[src/rtl/tri_phase_seq.sv]
module tri_phase_seq #(
  parameter int DW = 8,
  parameter int PW = 6
) (
  input  logic          clk,
  input  logic          rst_n,
  input  logic          wr_en,
  input  logic          wr_sel,
  input  logic [DW-1:0] wr_data,
  input  logic          rd_sel,
  output logic [DW-1:0] rd_data,
  input  logic          xfer,
  input  logic          pulse_in,
  output logic [PW-1:0] phase_out
);
  localparam int PAD = DW - PW;
  localparam logic [PW-1:0] IDLE = {PW{1'b1}};

  logic [PW-1:0] buf0_q, buf1_q, stage0_q, stage1_q;
  logic          pulse_q;
  logic          fall;

  assign fall = pulse_q & ~pulse_in;

  always_ff @(posedge clk) begin
    if (!rst_n) begin
      buf0_q <= '0;
      buf1_q <= '0;
    end else if (wr_en) begin
      if (wr_sel) buf1_q <= wr_data[PW-1:0];
      else        buf0_q <= wr_data[PW-1:0];
    end
  end

  always_ff @(posedge clk) begin
    if (!rst_n) begin
      stage0_q <= IDLE;
      stage1_q <= IDLE;
      pulse_q  <= 1'b0;
    end else begin
      pulse_q <= pulse_in;
      if (xfer) begin
        stage0_q <= buf0_q;
        stage1_q <= buf1_q;
      end else if (fall) begin
        stage0_q <= stage1_q;
      end
    end
  end

  assign phase_out = stage0_q;
  assign rd_data   = {{PAD{1'b0}}, (rd_sel ? stage1_q : stage0_q)};
endmodule

[config.mk]
export PLATFORM = sky130hd
export DESIGN_NAME = tri_phase_seq
export DESIGN_NICKNAME = d
export VERILOG_FILES = /design/src/rtl/tri_phase_seq.sv
export SDC_FILE = /design/constraint.sdc
export NUM_CORES = 1
export LEC_CHECK = 0
export ABC_AREA = 1
export BUFFER_PORTS_ARGS = -buffer_cell sky130_fd_sc_hd__buf_4
export CAP_MARGIN = 30
export CORE_MARGIN = 2
export CORE_UTILIZATION = 35
export DETAILED_ROUTE_END_ITERATION = 7
export HOLD_SLACK_MARGIN = 0.08
export PLACE_DENSITY = 0.59
export SETUP_SLACK_MARGIN = 0.4
export SYNTH_ARGS = -nofsm -noshare
export SYNTH_HDL_FRONTEND = slang
export SYNTH_SLANG_ARGS = --single-unit
[constraint.sdc]
create_clock -name clk -period 1 [get_ports clk]
set_input_delay 0.05 -clock clk [delete_from_list [all_inputs] [get_ports clk]]
set_output_delay 0.05 -clock clk [all_outputs]
set_load 0.05 [all_outputs]
==> reports/results.ini <==
[final_layout]
fill_cells=295
layout-drive-gt1-share_pct=52.2
num_antenna_cells=0
layout.cells.non_filler=226
seq_area_um2=533
multi_input_area_um2=674
nets=198
syn2layout_area_growth_pct=47.7

[routing]
wl_um=2500
drt_iter0_markers=12
vias=1049
wl_per_cell_um=11.1
viasPerCell=4.64
postRouteAntennaNets=0
drc=0
dr.pass1.iters=4

[synthesis]
ys_types=14
yosysTopAreaCellShare_pct=44.3
ys_warn_count=0
avgSynthCellArea_um2=7.24
synth-seq-area-share_pct=44.3
synth_cells=156
synth.cell_area_um2=1130
yosys-top-cells-area=dfxtp_1, a21oi_1, nand3_1
yosysTopAreaCell=dfxtp_1
ys_ff_latch=25

[floorplan]
rows=20
core_um2=3050
io_pins=29
die_w_um=60.8
dieArea_um2=3700
die_height_um=60.8
start_util_pct=37.0

[cts]
root_buffer=clkbuf_4
cts-buffers-inserted=3
htreeDepth=1
cts_tree=built
clock_sinks=25
clkLatencyLatePin_ns=0.31
clk_pin_slew_ns=0.13
cts_max_path_buffers=2

[status]
status=finished, violations left
violations=hold timing, setup timing

[worst_setup_path]
r2r_slack_ns=0.07
crit_chain=nor2_4, a21oi_4, buf_6
crit_path_start_kind=flop
cp_data_arrival_time_ns=1.03
cp-end-kind=output pin
r2r_cells=5
reg2reg_from=phase_out[1]$_SDFFE_PN1P_
critPathSlowestCell=dfxtp_4
critPathKind=reg2out
critical_path_peak_fanout=3
r2r_end=phase_out[1]$_SDFFE_PN1P_
max_stage_delay_ns=0.39
cp.required_ns=0.95

[hold_path]
min_to=pulse_q$_SDFF_PN0_
hold-path-cell-count=3
worstHoldStart=pulse_in
hold_class=in2reg

[power_and_ir_drop]
p_int_mw=1.50
power_frac_comb_pct=31.1
pwr-share-seq_pct=49.7
power_leakage_nw=0.709
total_power_mw=2.26
clkPwrFrac_pct=19.2
p_sw_share_pct=33.6
peakVddDrop_v=0.000610
powerDensity_nw_per_um2=1360
p_switching_uw=760

[global_route]
grtUsageTotal_pct=15.1
grt-ovfl-total=0
grt_pass1_vias=993
grt_pass1_wl_um=4270
antenna_found_initial=0
grt_max_degree=26

[timing]
holdWs_ns=-0.0444
setup_viol=7
min_period_ns=1.08
max_freq_mhz=928
skew_ns=0.00170
fin_ws_ns=-0.0774
rsz0062_at_grt=true
report.final.slew_viol_count=0
finalHoldViolCount=1
period_share_pct=108

[placed_design]
port_buffers=24
dp_hpwl_um=1860
gp_congestion=0.757
dp.cells=215
pre_cts_ws_ns=0.194

[job]
cap_viol_max_count=0

worst max-delay path by stage:
stage,start,endpoint,cells after the start
after floorplan,phase_out[1]$_SDFFE_PN1P_,rd_data[1],2
after global placement,rd_sel,rd_data[5],4
after detailed placement,rd_sel,rd_data[3],4
after CTS,phase_out[0]$_SDFFE_PN1P_,rd_data[0],3
after global routing,phase_out[3]$_SDFFE_PN1P_,rd_data[3],3
final,phase_out[2]$_SDFFE_PN1P_,rd_data[2],3
timing repair:
item | in CTS | in global routing
buffers inserted | 4 | 3
resized for setup | 33 | 21
hold endpoints to repair | 19 | 19
pin swaps | 10 | 12
setup endpoints to repair | 25 | 31
cell families (layout without fill, tap and decap cells):
kind of cell | after synthesis | in the layout | share of synthesized area, %
flops | 25 | 25 | 44.3
buf+inv | 29 | 54 | 15.2
simple gates | 71 | 71 | 26.9
other cells | 1 | 2 | 0.332
compound gates | 30 | 30 | 13.3
cells in the final DEF, fill, tap and decap left out, drive strengths merged:
master and count:
buf 31, nor2 26, dfxtp 25, nand3 24
a21oi 24, nand2 21, inv 19, o21ai 6
clkbuf 4, conb 2
layout make-up:
class,instances,area share (%)
timing repair buffer,31,18.2
inverter,19,4.57
sequential,25,31.9
clock buffer,4,1.57
tap,44,3.30
multi-input combinational,103,40.4
per-layer routing:
layer	GRT usage (%)	part of all wire [%]
met1	20.0	48
met5	0	0
met3	1.92	3.4
met2	25.2	47
met4	5.59	0.56
synthesized netlist by cell type (all sizes together):
master / number
conb: 1
nand3: 24
dfxtp: 25
buf: 10
nand2: 21
a21oi: 24
o21ai: 6
nor2: 26
inv: 19
power groups by stage:
stage	registers, mW	logic (mW)	clock network [mW]
floorplan	1.21	0.379	0
global route	1.13	0.755	0.499
global placement	1.14	0.570	0
finish	1.13	0.703	0.434
detailed placement	1.14	0.577	0
CTS	1.12	0.658	0.453
per-stage QoR:
step	hold WS, ns	setup TNS [ns]	utilization, %	cell area [µm²]
6_report	-0.0444	-0.421	54.7	1670
2_1_floorplan	0.143	0	-	1290
3_5_place_dp	0.281	0	46.7	1430
3_3_place_gp	0.270	0	46.7	1430
5_1_grt	-0.0293	-0.818	54.7	1670
4_1_cts	-0.0545	-0.533	51.7	1580
state kept, by name, summed over array words and instances, names as in the netlist:
register and flops:
buf0_q 6, pulse_q 1, stage1_q 6, phase_out 6, buf1_q 6
worst max-delay path: cells and delay by family, from the launching register on:
kind	cells	cell delay (ns)
AOI/OAI and AO/OA	1	0.12
DFF	1	0.39
and+or+nand+nor	1	0.04
buffers and inverters	1	0.17
(Power assumes the default switching activity.)
